<file path="src/rtl/i2cm_rx_pkg.sv">
package i2cm_rx_pkg;
  localparam int STATE_W = 4;
  localparam logic [STATE_W-1:0] LST_IDLE   = 4'd0;
  localparam logic [STATE_W-1:0] LST_ACTIVE = 4'd1;
  localparam logic [STATE_W-1:0] LST_RXD    = 4'd2;

  localparam int ADR_CMD = 0;
  localparam int ADR_STS = 1;
  localparam int ADR_EN  = 2;
  localparam int ADR_BUF = 3;

  typedef enum logic [1:0] {
    SEQ_IDLE = 2'd0,
    SEQ_REQ  = 2'd1,
    SEQ_WAIT = 2'd2
  } seq_state_e;
endpackage

</file>
<file path="src/rtl/i2cm_rx_seq.sv">
module i2cm_rx_seq
  import i2cm_rx_pkg::*;
#(
  parameter int BYTE_W = 8
) (
  input  logic              clk,
  input  logic              rst_n,
  input  logic              launch_ok,
  input  logic              last_i,
  output logic              req_valid,
  input  logic              req_ready,
  output logic              req_nack,
  input  logic              rsp_valid,
  output logic              rsp_ready,
  input  logic [BYTE_W-1:0] rsp_data,
  input  logic              rsp_err,
  output logic              done_o,
  output logic              done_ok_o,
  output logic [BYTE_W-1:0] done_data_o,
  output logic              busy_o
);
  seq_state_e st_q;
  logic       nack_q;

  always_ff @(posedge clk) begin
    if (!rst_n) begin
      st_q   <= SEQ_IDLE;
      nack_q <= 1'b0;
    end else begin
      unique case (st_q)
        SEQ_IDLE: if (launch_ok) begin
          st_q   <= SEQ_REQ;
          nack_q <= last_i;
        end
        SEQ_REQ:  if (req_ready) st_q <= SEQ_WAIT;
        SEQ_WAIT: if (rsp_valid) st_q <= SEQ_IDLE;
        default:  st_q <= SEQ_IDLE;
      endcase
    end
  end

  assign req_valid   = (st_q == SEQ_REQ);
  assign req_nack    = nack_q;
  assign rsp_ready   = (st_q == SEQ_WAIT);
  assign busy_o      = (st_q != SEQ_IDLE);
  assign done_o      = rsp_ready && rsp_valid;
  assign done_ok_o   = !rsp_err;
  assign done_data_o = rsp_err ? {BYTE_W{1'b1}} : rsp_data;
endmodule

</file>
<file path="src/rtl/i2cm_irq_stat.sv">
module i2cm_irq_stat #(
  parameter int STAT_W     = 15,
  parameter int RXDONE_BIT = 2
) (
  input  logic              clk,
  input  logic              rst_n,
  input  logic              cmd_wr,
  input  logic              clr_wr,
  input  logic [STAT_W-1:0] clr_mask,
  input  logic [STAT_W-1:0] hw_set,
  input  logic [STAT_W-1:0] en_next,
  output logic [STAT_W-1:0] sts_q,
  output logic              irq_q
);
  localparam logic [STAT_W-1:0] KEEP_ON_CMD = STAT_W'(1) << RXDONE_BIT;

  logic [STAT_W-1:0] sts_d;
  logic              irq_d;

  always_comb begin
    sts_d = sts_q;
    if (cmd_wr) sts_d = sts_d & KEEP_ON_CMD;
    if (clr_wr) sts_d = sts_d & ~clr_mask;
    sts_d = sts_d | hw_set;
    if (clr_wr && (sts_d == '0)) irq_d = 1'b0;
    else                         irq_d = irq_q | (|(sts_d & en_next));
  end

  always_ff @(posedge clk) begin
    if (!rst_n) begin
      sts_q <= '0;
      irq_q <= 1'b0;
    end else begin
      sts_q <= sts_d;
      irq_q <= irq_d;
    end
  end
endmodule

</file>
<file path="src/rtl/i2cm_rx_regs.sv">
module i2cm_rx_regs
  import i2cm_rx_pkg::*;
#(
  parameter int WR_W       = 16,
  parameter int RD_W       = 32,
  parameter int BYTE_W     = 8,
  parameter int STAT_W     = 15,
  parameter int ADDR_W     = 2,
  parameter int RXDONE_BIT = 2,
  parameter int RX_BIT     = 3,
  parameter int RXLAST_BIT = 4
) (
  input  logic              clk,
  input  logic              rst_n,
  input  logic              reg_wr,
  input  logic [ADDR_W-1:0] reg_addr,
  input  logic [WR_W-1:0]   reg_wdata,
  output logic [RD_W-1:0]   reg_rdata,
  input  logic [STAT_W-1:0] stat_set,
  output logic              rx_req_valid,
  input  logic              rx_req_ready,
  output logic              rx_req_nack,
  input  logic              rx_rsp_valid,
  output logic              rx_rsp_ready,
  input  logic [BYTE_W-1:0] rx_rsp_data,
  input  logic              rx_rsp_err,
  output logic              irq
);
  localparam int STATE_LSB = WR_W;
  localparam int BUF_LSB   = BYTE_W;

  logic              cmd_wr, clr_wr, en_wr;
  logic [WR_W-1:0]   cmd_q;
  logic [STAT_W-1:0] en_q, en_next, sts_q, hw_set;
  logic [BYTE_W-1:0] buf_q, done_data;
  logic              act_q, done, done_ok, busy, launch_ok;
  logic [STATE_W-1:0] state_fld;

  assign cmd_wr  = reg_wr && (reg_addr == ADDR_W'(ADR_CMD));
  assign clr_wr  = reg_wr && (reg_addr == ADDR_W'(ADR_STS));
  assign en_wr   = reg_wr && (reg_addr == ADDR_W'(ADR_EN));
  assign en_next = en_wr ? reg_wdata[STAT_W-1:0] : en_q;

  assign launch_ok = (cmd_q[RX_BIT] | cmd_q[RXLAST_BIT]) & ~sts_q[RXDONE_BIT];

  i2cm_rx_seq #(.BYTE_W(BYTE_W)) seq_i (
    .clk        (clk),
    .rst_n      (rst_n),
    .launch_ok  (launch_ok),
    .last_i     (cmd_q[RXLAST_BIT]),
    .req_valid  (rx_req_valid),
    .req_ready  (rx_req_ready),
    .req_nack   (rx_req_nack),
    .rsp_valid  (rx_rsp_valid),
    .rsp_ready  (rx_rsp_ready),
    .rsp_data   (rx_rsp_data),
    .rsp_err    (rx_rsp_err),
    .done_o     (done),
    .done_ok_o  (done_ok),
    .done_data_o(done_data),
    .busy_o     (busy)
  );

  always_comb begin
    hw_set = stat_set;
    if (done && done_ok) hw_set[RXDONE_BIT] = 1'b1;
  end

  i2cm_irq_stat #(.STAT_W(STAT_W), .RXDONE_BIT(RXDONE_BIT)) stat_i (
    .clk     (clk),
    .rst_n   (rst_n),
    .cmd_wr  (cmd_wr),
    .clr_wr  (clr_wr),
    .clr_mask(reg_wdata[STAT_W-1:0]),
    .hw_set  (hw_set),
    .en_next (en_next),
    .sts_q   (sts_q),
    .irq_q   (irq)
  );

  always_ff @(posedge clk) begin
    if (!rst_n) begin
      cmd_q <= '0;
      en_q  <= '0;
      buf_q <= '0;
      act_q <= 1'b0;
    end else begin
      logic [WR_W-1:0] cmd_d;
      cmd_d = cmd_wr ? reg_wdata : cmd_q;
      if (done) begin
        cmd_d[RX_BIT]     = 1'b0;
        cmd_d[RXLAST_BIT] = 1'b0;
        buf_q <= done_data;
        act_q <= 1'b1;
      end
      cmd_q <= cmd_d;
      en_q  <= en_next;
    end
  end

  assign state_fld = busy ? LST_RXD : (act_q ? LST_ACTIVE : LST_IDLE);

  always_comb begin
    reg_rdata = '0;
    unique case (int'(reg_addr))
      ADR_CMD: begin
        reg_rdata[WR_W-1:0]              = cmd_q;
        reg_rdata[STATE_LSB +: STATE_W]  = state_fld;
      end
      ADR_STS: reg_rdata[STAT_W-1:0]      = sts_q;
      ADR_EN:  reg_rdata[STAT_W-1:0]      = en_q;
      default: reg_rdata[BUF_LSB +: BYTE_W] = buf_q;
    endcase
  end
endmodule

</file>
<file path="config.mk">
export PLATFORM = sky130hd
export DESIGN_NAME = i2cm_rx_regs
export DESIGN_NICKNAME = d
export VERILOG_FILES = /design/src/rtl/i2cm_rx_pkg.sv /design/src/rtl/i2cm_rx_seq.sv /design/src/rtl/i2cm_irq_stat.sv /design/src/rtl/i2cm_rx_regs.sv
export SDC_FILE = /design/constraint.sdc
export NUM_CORES = 1
export LEC_CHECK = 0
export BUFFER_PORTS_ARGS = -buffer_cell sky130_fd_sc_hd__buf_4
export CAP_MARGIN = 20
export CORE_MARGIN = 3
export CORE_UTILIZATION = 45
export DETAILED_ROUTE_END_ITERATION = 7
export GPL_ROUTABILITY_DRIVEN = 0
export GPL_TIMING_DRIVEN = 0
export PLACE_DENSITY = 0.72
export SYNTH_ARGS = -nofsm -noshare
export SYNTH_HDL_FRONTEND = slang
export SYNTH_SLANG_ARGS = --single-unit
</file>
<file path="constraint.sdc">
create_clock -name clk -period 1.6 [get_ports clk]
set_input_delay 0.08 -clock clk [delete_from_list [all_inputs] [get_ports clk]]
set_output_delay 0.08 -clock clk [all_outputs]
set_load 0.01 [all_outputs]
</file>
### Yosys cells after proc, flatten, opt, wreduce, memory -nomap -nowiden

Cells that the tools add are included.

| cells by class | value |
|---|---|
| eq/ne operators | 7 |
| bitwise operators | 9 |
| div/mod/pow operators | 0 |
| add/sub/neg operators | 0 |
| $lt $le $gt $ge | 0 |
| reductions and logical operators | 17 |
| shifts and indexed selects | 0 |
| multipliers | 0 |
| mux-type cells | 15 |

Operators with widths:

| operator | count |
|---|---|
| $mux W15 | 3 |
| $and A15 B15 Y15 | 2 |
| $pmux W8 S3 | 1 |
| $pmux W7 S3 | 1 |
| $logic_not A15 Y1 | 1 |
| $not A15 Y15 | 1 |
| $or A15 B15 Y15 | 1 |
| $reduce_or A15 Y1 | 1 |
| $mux W2 | 5 |
| $mux W8 | 1 |
| $logic_and A1 B1 Y1 | 6 |
| $pmux W2 S3 | 1 |
| $reduce_or A2 Y1 | 3 |
| $eq A2 B1 Y1 const B | 2 |
| $eq A2 B2 Y1 const B | 2 |
| $logic_not A2 Y1 | 2 |
| $ne A2 B2 Y1 const B | 2 |
| $reduce_and A3 Y1 | 1 |
| $mux W1 | 2 |
| $ne A2 B1 Y1 const B | 1 |
| $not A1 Y1 | 2 |
| $or A1 B1 Y1 | 2 |
| $pmux W1 S2 | 1 |
| $reduce_and A2 Y1 | 1 |
| 3 further kinds | 3 |

| storage, ports and cells | value |
|---|---|
| bits in writable memories | 0 |
| bits in latches | 0 |
| memories kept | 0 |
| memory bits (read-only) | 0 |
| input bits | 47 |
| register bits after elaboration | 59 |
| word-level logic and storage cells | 57 |

### Depth between registers and ports, before layout

Gate-level depths: netlist (run 1).

| depth | value |
|---|---|
| word-level depth | 9 |
| gate-level depth with buffers | 8 |

### Hierarchy

Synthesis (run 1) repeated with hierarchy kept, for this count alone.

| second synthesis, totals | value |
|---|---|
| cells, all modules | 344 |
| area total of the unflattened synthesis | 3335.7 um2 |

By module, submodules not included:

| module | instances | seq. area each (um2) | area an instance (um2) | cells an instance |
|---|---|---|---|---|
| i2cm_rx_regs | 1 | 800.8 | 2323.5 | 221 |
| i2cm_irq_stat | 1 | 320.3 | 799.5 | 96 |
| i2cm_rx_seq | 1 | 60.1 | 212.7 | 27 |

### Worst setup path after synthesis (run 1)

Ideal clock, no wire load.

| timing path | value |
|---|---|
| path type | register to register |
| from | register seq_i.st_q[1] |
| to | register stat_i.irq_q |
| setup slack | 9 ps |
| required time | 1466 ps |
| setup time | 134 ps |
| arrival time | 1457 ps |
| stages on the path, launching flop included | 8 |
| cells stage by stage | dfxtp_1 > nor2b_1 > and2_1 > buf_2 > a221oi_2 > o22ai_1 > nor4_1 > a211oi_1 |

| between the ends | value |
|---|---|
| word-level cells in the longest chain between the ends | 8 |

RTL lines:

| element | RTL line | source |
|---|---|---|
| start: declaration | i2cm_rx_seq.sv:22 | `seq_state_e st_q;` |
| start signal: assignment | i2cm_rx_seq.sv:27 | `st_q <= SEQ_IDLE;` |
| start signal: assignment | i2cm_rx_seq.sv:32 | `st_q <= SEQ_REQ;` |
| start signal: assignment | i2cm_rx_seq.sv:35 | `SEQ_REQ: if (req_ready) st_q <= SEQ_WAIT;` |
| $eq A2 B2 Y1 (*) | i2cm_rx_seq.sv:44 | `assign rsp_ready = (st_q == SEQ_WAIT);` |
| via rx_rsp_ready | i2cm_rx_regs.sv:24 | `output logic rx_rsp_ready,` |
| $logic_and A1 B1 Y1 (*) | i2cm_rx_seq.sv:46 | `assign done_o = rsp_ready && rsp_valid;` |
| $logic_and A1 B1 Y1 (*) | i2cm_rx_regs.sv:66 | `if (done && done_ok) hw_set[RXDONE_BIT] = 1'b1;` |
| $mux W1 (*) | i2cm_rx_regs.sv:66 |  |
| $or A15 B15 Y15 (*) | i2cm_irq_stat.sv:24 | `sts_d = sts_d \| hw_set;` |
| $and A15 B15 Y15 / $logic_not A15 Y1 (equally long branches) | i2cm_irq_stat.sv:26, i2cm_irq_stat.sv:25 |  |
| $reduce_or A15 Y1 / $logic_and A1 B1 Y1 (equally long branches) | i2cm_irq_stat.sv:26, i2cm_irq_stat.sv:25 |  |
| $or A1 B1 Y1 / $reduce_or A2 Y1 (equally long branches) | -- |  |
| end signal: assignment | i2cm_irq_stat.sv:35 | `irq_q <= irq_d;` |
| end: declaration | i2cm_irq_stat.sv:13 | `output logic irq_q` |

The timed path passes the listed nets; every way through them passes the cells marked *.
A chain may end at the register's enable or synchronous reset.

### Worst setup path in the final report (run 1)

| timing path | value |
|---|---|
| from | register seq_i.st_q[1] |
| to | register stat_i.irq_q |

| between the ends | value |
|---|---|
| word-level cells in the longest chain between the ends | 8 |

RTL lines:

| element | RTL line |
|---|---|
| $eq A2 B2 Y1 (*) | i2cm_rx_seq.sv:44 |
| $logic_and A1 B1 Y1 (*) | i2cm_rx_seq.sv:46 |
| $logic_and A1 B1 Y1 (*) | i2cm_rx_regs.sv:66 |
| $mux W1 (*) | i2cm_rx_regs.sv:66 |
| $or A15 B15 Y15 (*) | i2cm_irq_stat.sv:24 |
| $and A15 B15 Y15 / $logic_not A15 Y1 (equally long branches) | i2cm_irq_stat.sv:26, i2cm_irq_stat.sv:25 |
| $reduce_or A15 Y1 / $logic_and A1 B1 Y1 (equally long branches) | i2cm_irq_stat.sv:26, i2cm_irq_stat.sv:25 |
| $or A1 B1 Y1 / $reduce_or A2 Y1 (equally long branches) | -- |

Mark *: on every way between the ends. The rest lies on a longest branch, timed or not.

==> results of run 1 <==
-- cell type report --
type	instances	area share (%)
timing repair buffer	87	18.2
clock buffer	14	4.77
clock inverter	1	0.785
multi-input combinational	238	36.8
sequential	59	31.0
buffer	33	5.49
inverter	6	0.588
tap	72	2.35
-- registers in the layout, indices dropped and copies added (netlist names) --
| register | count |
|---|---|
| cmd_q | 16 |
| en_q | 15 |
| stat_i.sts_q | 15 |
| buf_q | 8 |
| seq_i.st_q | 2 |
| act_q | 1 |
| seq_i.req_nack | 1 |
| stat_i.irq_q | 1 |
-- placed cells by master, fill, tap and decap left out, types with 3 or more instances in the layout --
master | netlist | layout
buf_4 | 16 | 86
dfxtp_1 | 59 | 57
nor2_1 | 52 | 52
nand2_1 | 45 | 45
a21oi_1 | 32 | 31
mux2i_1 | 23 | 23
o21ai_0 | 20 | 20
dlygate4sd3_1 | 0 | 17
conb_1 | 1 | 14
clkbuf_8 | 0 | 13
a211oi_1 | 9 | 9
mux4_2 | 7 | 7
o22ai_1 | 7 | 7
clkbuf_1 | 10 | 6
inv_1 | 6 | 6
clkbuf_2 | 0 | 5
buf_2 | 5 | 4
nor3_1 | 4 | 4
nand4_1 | 3 | 3
-- through the flow --
| step | instances | hold slack (ns) | total power [mW] | TNS [ns] |
|---|---|---|---|---|
| after detailed placement | 476 | 0.315 | 2.10 | -1.61 |
| after CTS | 509 | 0.0000706 | 3.56 | 0 |
| after global routing | 510 | 0.00172 | 3.70 | -0.0476 |
| final | 510 | -0.00510 | 3.57 | 0 |
| after global placement | 476 | 0.310 | 2.09 | -1.08 |
| after floorplan | 337 | 0.202 | 1.88 | 0 |
-- layer usage --
metal / routed length [um] / part of all wire [%] / global-route usage [%]
met1: 3480 / 43 / 30.7
met2: 3960 / 48 / 38.9
met3: 588 / 7.2 / 5.73
met4: 136 / 1.7 / 8.48
met5: 0 / 0 / 0
-- path summary, 6_finish.rpt --
check,from,end,slack [ns],depth (start not counted)
max,seq_i.st_q[1],stat_i.irq_q,0.07,6
max reg2reg,seq_i.st_q[1],stat_i.irq_q,0.07,6
min,stat_set[5],stat_i.sts_q[5],-0.005,3
min reg2reg,seq_i.st_q[1],seq_i.st_q[0],0.44,1
-- report_power, final --
part,internal (mW),total (mW),leakage (nW),switching (mW)
registers,1.53,1.57,0.484,0.0372
clock network,0.882,1.45,0.109,0.570
logic,0.273,0.552,1.14,0.279
-- worst register-to-register path: stages (launching register included) --
cell and delay (ns):
dfxtp_4 0.35, nor2b_4 0.13, and2_4 0.15, a221oi_4 0.34, o22ai_1 0.12, nor4_1 0.19
a211oi_1 0.11
-- cells by family (layout without fill, tap and decap cells) --
| group | after synthesis | in the layout | synth area share [%] |
|---|---|---|---|
| other | 1 | 14 | 0.137 |
| buffers and inverters | 40 | 141 | 8.44 |
| DFF | 59 | 59 | 43.1 |
| muxes | 30 | 30 | 14.1 |
| AOI/OAI and AO/OA | 74 | 74 | 15.3 |
| and+or+nand+nor | 120 | 120 | 18.9 |
-- what timing repair did --
action                     4_1_cts  5_1_grt
hold buffers                    17        0
pin swaps                        4        4
setup buffers                    2        1
setup endpoints to repair        1       31
gates resized for setup          5       15
hold endpoints to repair        17        0
==> run summary, run 1 <==
most common cell in the netlist: dfxtp_1
Nets: 481
Worst Tran Pin Value: 0.605 ns
Synth Register Bits: 59
DR WL/cell: 16.0 um
final WL: 8160 um
Final Instance Area: 0.00383 sq mm
Area contributors post-synth: dfxtp_1, mux2i_1, nor2_1
Final Core Density: 67.0%
PwrDens: 933 mW/mm^2
Worst Skew: 0.00386 ns
status: finished, violations left
Starting Density: 48.0%
DIE AREA: 0.00707 sq mm
CP max FO: 4
cells along the critical path: nor2b_4 -> and2_4 -> a221oi_4 -> o22ai_1 -> nor4_1 -> a211oi_1
Via density: 5.26
Final Critical Period: 1.53 ns
Hold Path Class: in2reg
Peak supply drop: 536 uV
Inserted Clock Buffers: 9
TritonCTS clock tree: yes
RSZ-0062 raised after global routing: yes
CP peak stage delay: 0.35 ns
maximum buffer depth of the clock tree: 2
leak pwr: 1.74 nW
Fin. Hold Viols: 2
vias in the first global route: 2,655
num rows: 27
Skew-Pair Late Insertion Delay: 0.35 ns
top cell type's share of synthesized area: 43.1%
period utilisation layout: 95.6%
Final setup viols: 0
Fmax: 654 MHz
synthesized area: 0.00274 sq mm
Storage cell area: 0.00119 sq mm
Sink Count: 59
final worst-path setup slack: 0.0701 ns
Rel. slew slack: 59.7%
H-tree depth: 3
hold slack final: -0.00510 ns
most instantiated cells after synthesis: dfxtp_1, nor2_1, nand2_1, a21oi_1, mux2i_1
die width: 84.1 um
Area growth syn-to-layout: 39.6%
Post-DP HPWL: 5780 um
fillers: 469
drt pass-1 iters: 4
Core Box Area: 0.00571 sq mm
Vias: 2,685
port bufs: 67
antenna diode count: 0
CP endpoint kind: flip-flop
first-pass GRT wire length: 13,100 um
max_cap viols: 0
initial antenna violation count: 0
area of the multi-input gates: 0.00141 sq mm
dpl cell area: 0.00338 sq mm
Worst Path Arrival: 1.73 ns
Max Slew Vio Count: 0
die height: 84.1 um
CP required: 1.80 ns
sequential-to-total area share from yosys stat: 43.1%
critical path class: reg2reg
1st-iter DRT viols: 185
Post-synth EDFFs: 0
Yosys cell types: 33
dpl ws: -0.315 ns
ys flop type: dfxtp_1
share of layout cells above drive strength 1: 29.2%
Bufs and invs on worst path: 0
Top Family by Delay on Critical Path: compound AO/OA/AOI/OAI gates
synth warn: 0
IO Count: 83
clk slew on worst S/H paths: 0.07 ns
Synth area leader: dfxtp_1
DRT antenna net count: 0
Avg Inst Size Synth: 8.46 sq um
root buf cell: clkbuf_8
largest net degree at the start of global routing: 11
Worst setup SP type: flip-flop
Critical-path top delay cell: dfxtp_4
Async S/R FF share, synth: 0%
total gr overflow: 0
failing checks: hold timing
Mapped Cells: 324
Tot GR Track Use: 23.9%
Residual DRC: 0
Power figures use the tool's default switching activity.
==> run 2, diff against run 1 <==
- ABC_AREA: default -> 1
- CELL_PAD_IN_SITES_DETAIL_PLACEMENT: default -> 0
- CELL_PAD_IN_SITES_GLOBAL_PLACEMENT: default -> 1
- CORE_UTILIZATION: 45 -> 33
- GPL_TIMING_DRIVEN: 0 -> default
- PLACE_DENSITY: 0.72 -> 0.74
==> run 2 against run 1 <==
Effect of this change: first-iteration DRC count decreased by 45%; count of clock-buffer cells in the layout fell by 2; largest power group is now the clock network; critical path type is now in2out; clock power grew 22%; global-route usage shrank 5.8 points; sequential power about the same; setup slack better by 0.14 ns; largest cell class unchanged; fmax grew 9.8%; the run now ends clean; worst hold slack improved by 0.013 ns.
==> run summary, run 2 <==
status: finished, final reports clean
IO Count: 83
Area contributors post-synth: dfxtp_1, nand2_1, inv_1
share of layout cells above drive strength 1: 21.1%
Yosys cell types: 27
critical path class: in2out
port bufs: 68
period utilisation layout: 87.1%
DR WL/cell: 14.0 um
synthesized area: 0.00303 sq mm
Fmax: 718 MHz
ys flop type: dfxtp_1
Worst setup SP type: primary input
Avg Inst Size Synth: 6.70 sq um
max reg flops: 16
Post-CTS Hold Fix Bufs: 4
Final Critical Period: 1.39 ns
most common cell after layout, fill and taps aside: nand2_1
Storage cell area: 0.00118 sq mm
DRT antenna net count: 0
final WL: 8970 um
CP required: 1.52 ns
max_cap viols: 0
initial antenna violation count: 0
Post-CTS Setup Inserts: 0
Worst Path Arrival: 1.31 ns
Tot GR Track Use: 18.0%
area of the multi-input gates: 0.00142 sq mm
1st-iter DRT viols: 102
vias in the first global route: 2,866
# resized after CTS: 0
Core Box Area: 0.00881 sq mm
first-pass GRT wire length: 14,400 um
most instantiated cells after synthesis: nand2_1, inv_1, dfxtp_1, a21oi_1, nor2_1
Top reg by flops: cmd_q
Starting Density: 34.4%
TNS Setup: 0 ns
Vias: 3,005
die width: 102 um
final worst-path setup slack: 0.207 ns
Async S/R FF share, synth: 0%
Inserted Clock Buffers: 9
Residual DRC: 0
Crit. Startpoint: reg_addr[0]
Post-synth EDFFs: 0
largest net degree at the start of global routing: 31
Power, Total: 3.93 mW
most frequent cells in the layout: nand2_1, buf_4, inv_1
hold slack final: 0.00760 ns
TritonCTS clock tree: yes
leak pwr: 1.88 nW
fillers: 944
most common cell in the netlist: nand2_1
Area growth syn-to-layout: 30.1%
Synth Register Bits: 59
Mapped Cells: 452
num rows: 34
Fin. Hold Viols: 0
Final Core Density: 44.7%
DIE AREA: 0.0104 sq mm
synth warn: 0
top cell type's share of synthesized area: 39.0%
RSZ-0062 raised after global routing: no
Skew-Pair Late Insertion Delay: 0.34 ns
Sink Count: 59
Synth area leader: dfxtp_1
dpl ws: 0.167 ns
placed cell count: 619
drt pass-1 iters: 4
Hold Path Class: in2reg
Final Instance Area: 0.00394 sq mm
H-tree depth: 3
total gr overflow: 0
sequential-to-total area share from yosys stat: 39.0%
dpl cell area: 0.00363 sq mm
Via density: 4.70
Largest regs: cmd_q: 16 flops, en_q: 15 flops, stat_i.sts_q: 15 flops
PwrDens: 998 mW/mm^2
Final setup viols: 0
CP max FO: 9
die height: 102 um
maximum buffer depth of the clock tree: 2
clk slew on worst S/H paths: 0.07 ns
Nets: 574
Hold Path Origin: stat_set[6]
antenna diode count: 0
Worst Skew: 0.00745 ns
root buf cell: clkbuf_8
Post-DP HPWL: 6610 um
Max Slew Vio Count: 0
reg-to-reg startpoint: seq_i.st_q[1]
fin cells: 640
Peak supply drop: 388 uV
CP endpoint kind: primary output
run 2: cell count changes after synthesis, sizes merged, moves of 11 or more:
cell	previous run	this run
nand2	46	115
inv	6	68
mux2i	23	0
o21ai	22	44
nand3	2	21
a21oi	32	44
nand4	3	15
nor2	52	41
run 2: final cells by class:
type,count,area share [%]
timing repair buffer,85,17.5
multi-input combinational,304,36.0
inverter,68,6.48
clock buffer,12,4.19
clock inverter,4,2.41
sequential,59,30.0
tap,108,3.43
run 2: final timing paths:
check | endpoint | slack, ns | depth (start not counted)
setup / recovery | reg_rdata[11] | 0.21 | 10
hold / removal | stat_i.sts_q[6] | 0.008 | 3
setup reg to reg | buf_q[3] | 0.27 | 6
hold reg to reg | buf_q[2] | 0.44 | 2
run 2: logic make-up after synthesis:
family | count (synthesis) | share of synthesized area [%]
other | 1 | 0.124
AOI/OAI and AO/OA | 96 | 17.2
buffers and inverters | 102 | 15.7
and+or+nand+nor | 194 | 27.9
DFF | 59 | 39.0
run 2: critical path, cell delays in order:
cell and delay, ns:
buf_4 0.17, buf_4 0.16, nand2_1 0.10, inv_1 0.12
buf_4 0.19, nand2_1 0.06, nand2_1 0.05, a21oi_1 0.13
o21ai_0 0.10, buf_4 0.15
run 2: report_power, final:
part,internal (mW),switching (mW)
logic,0.248,0.334
registers,1.54,0.0366
clock network,1.16,0.611
run 2: per-layer routing:
layer | vias up | routed length, um | GRT usage, % | share of wire (%)
li1 | 1563 | - | - | -
met1 | 1353 | 4210 | 24.4 | 47
met2 | 80 | 4190 | 28.8 | 47
met3 | 9 | 475 | 3.86 | 5.3
met4 | 0 | 90 | 5.62 | 1.0
met5 | - | 0 | 0 | 0
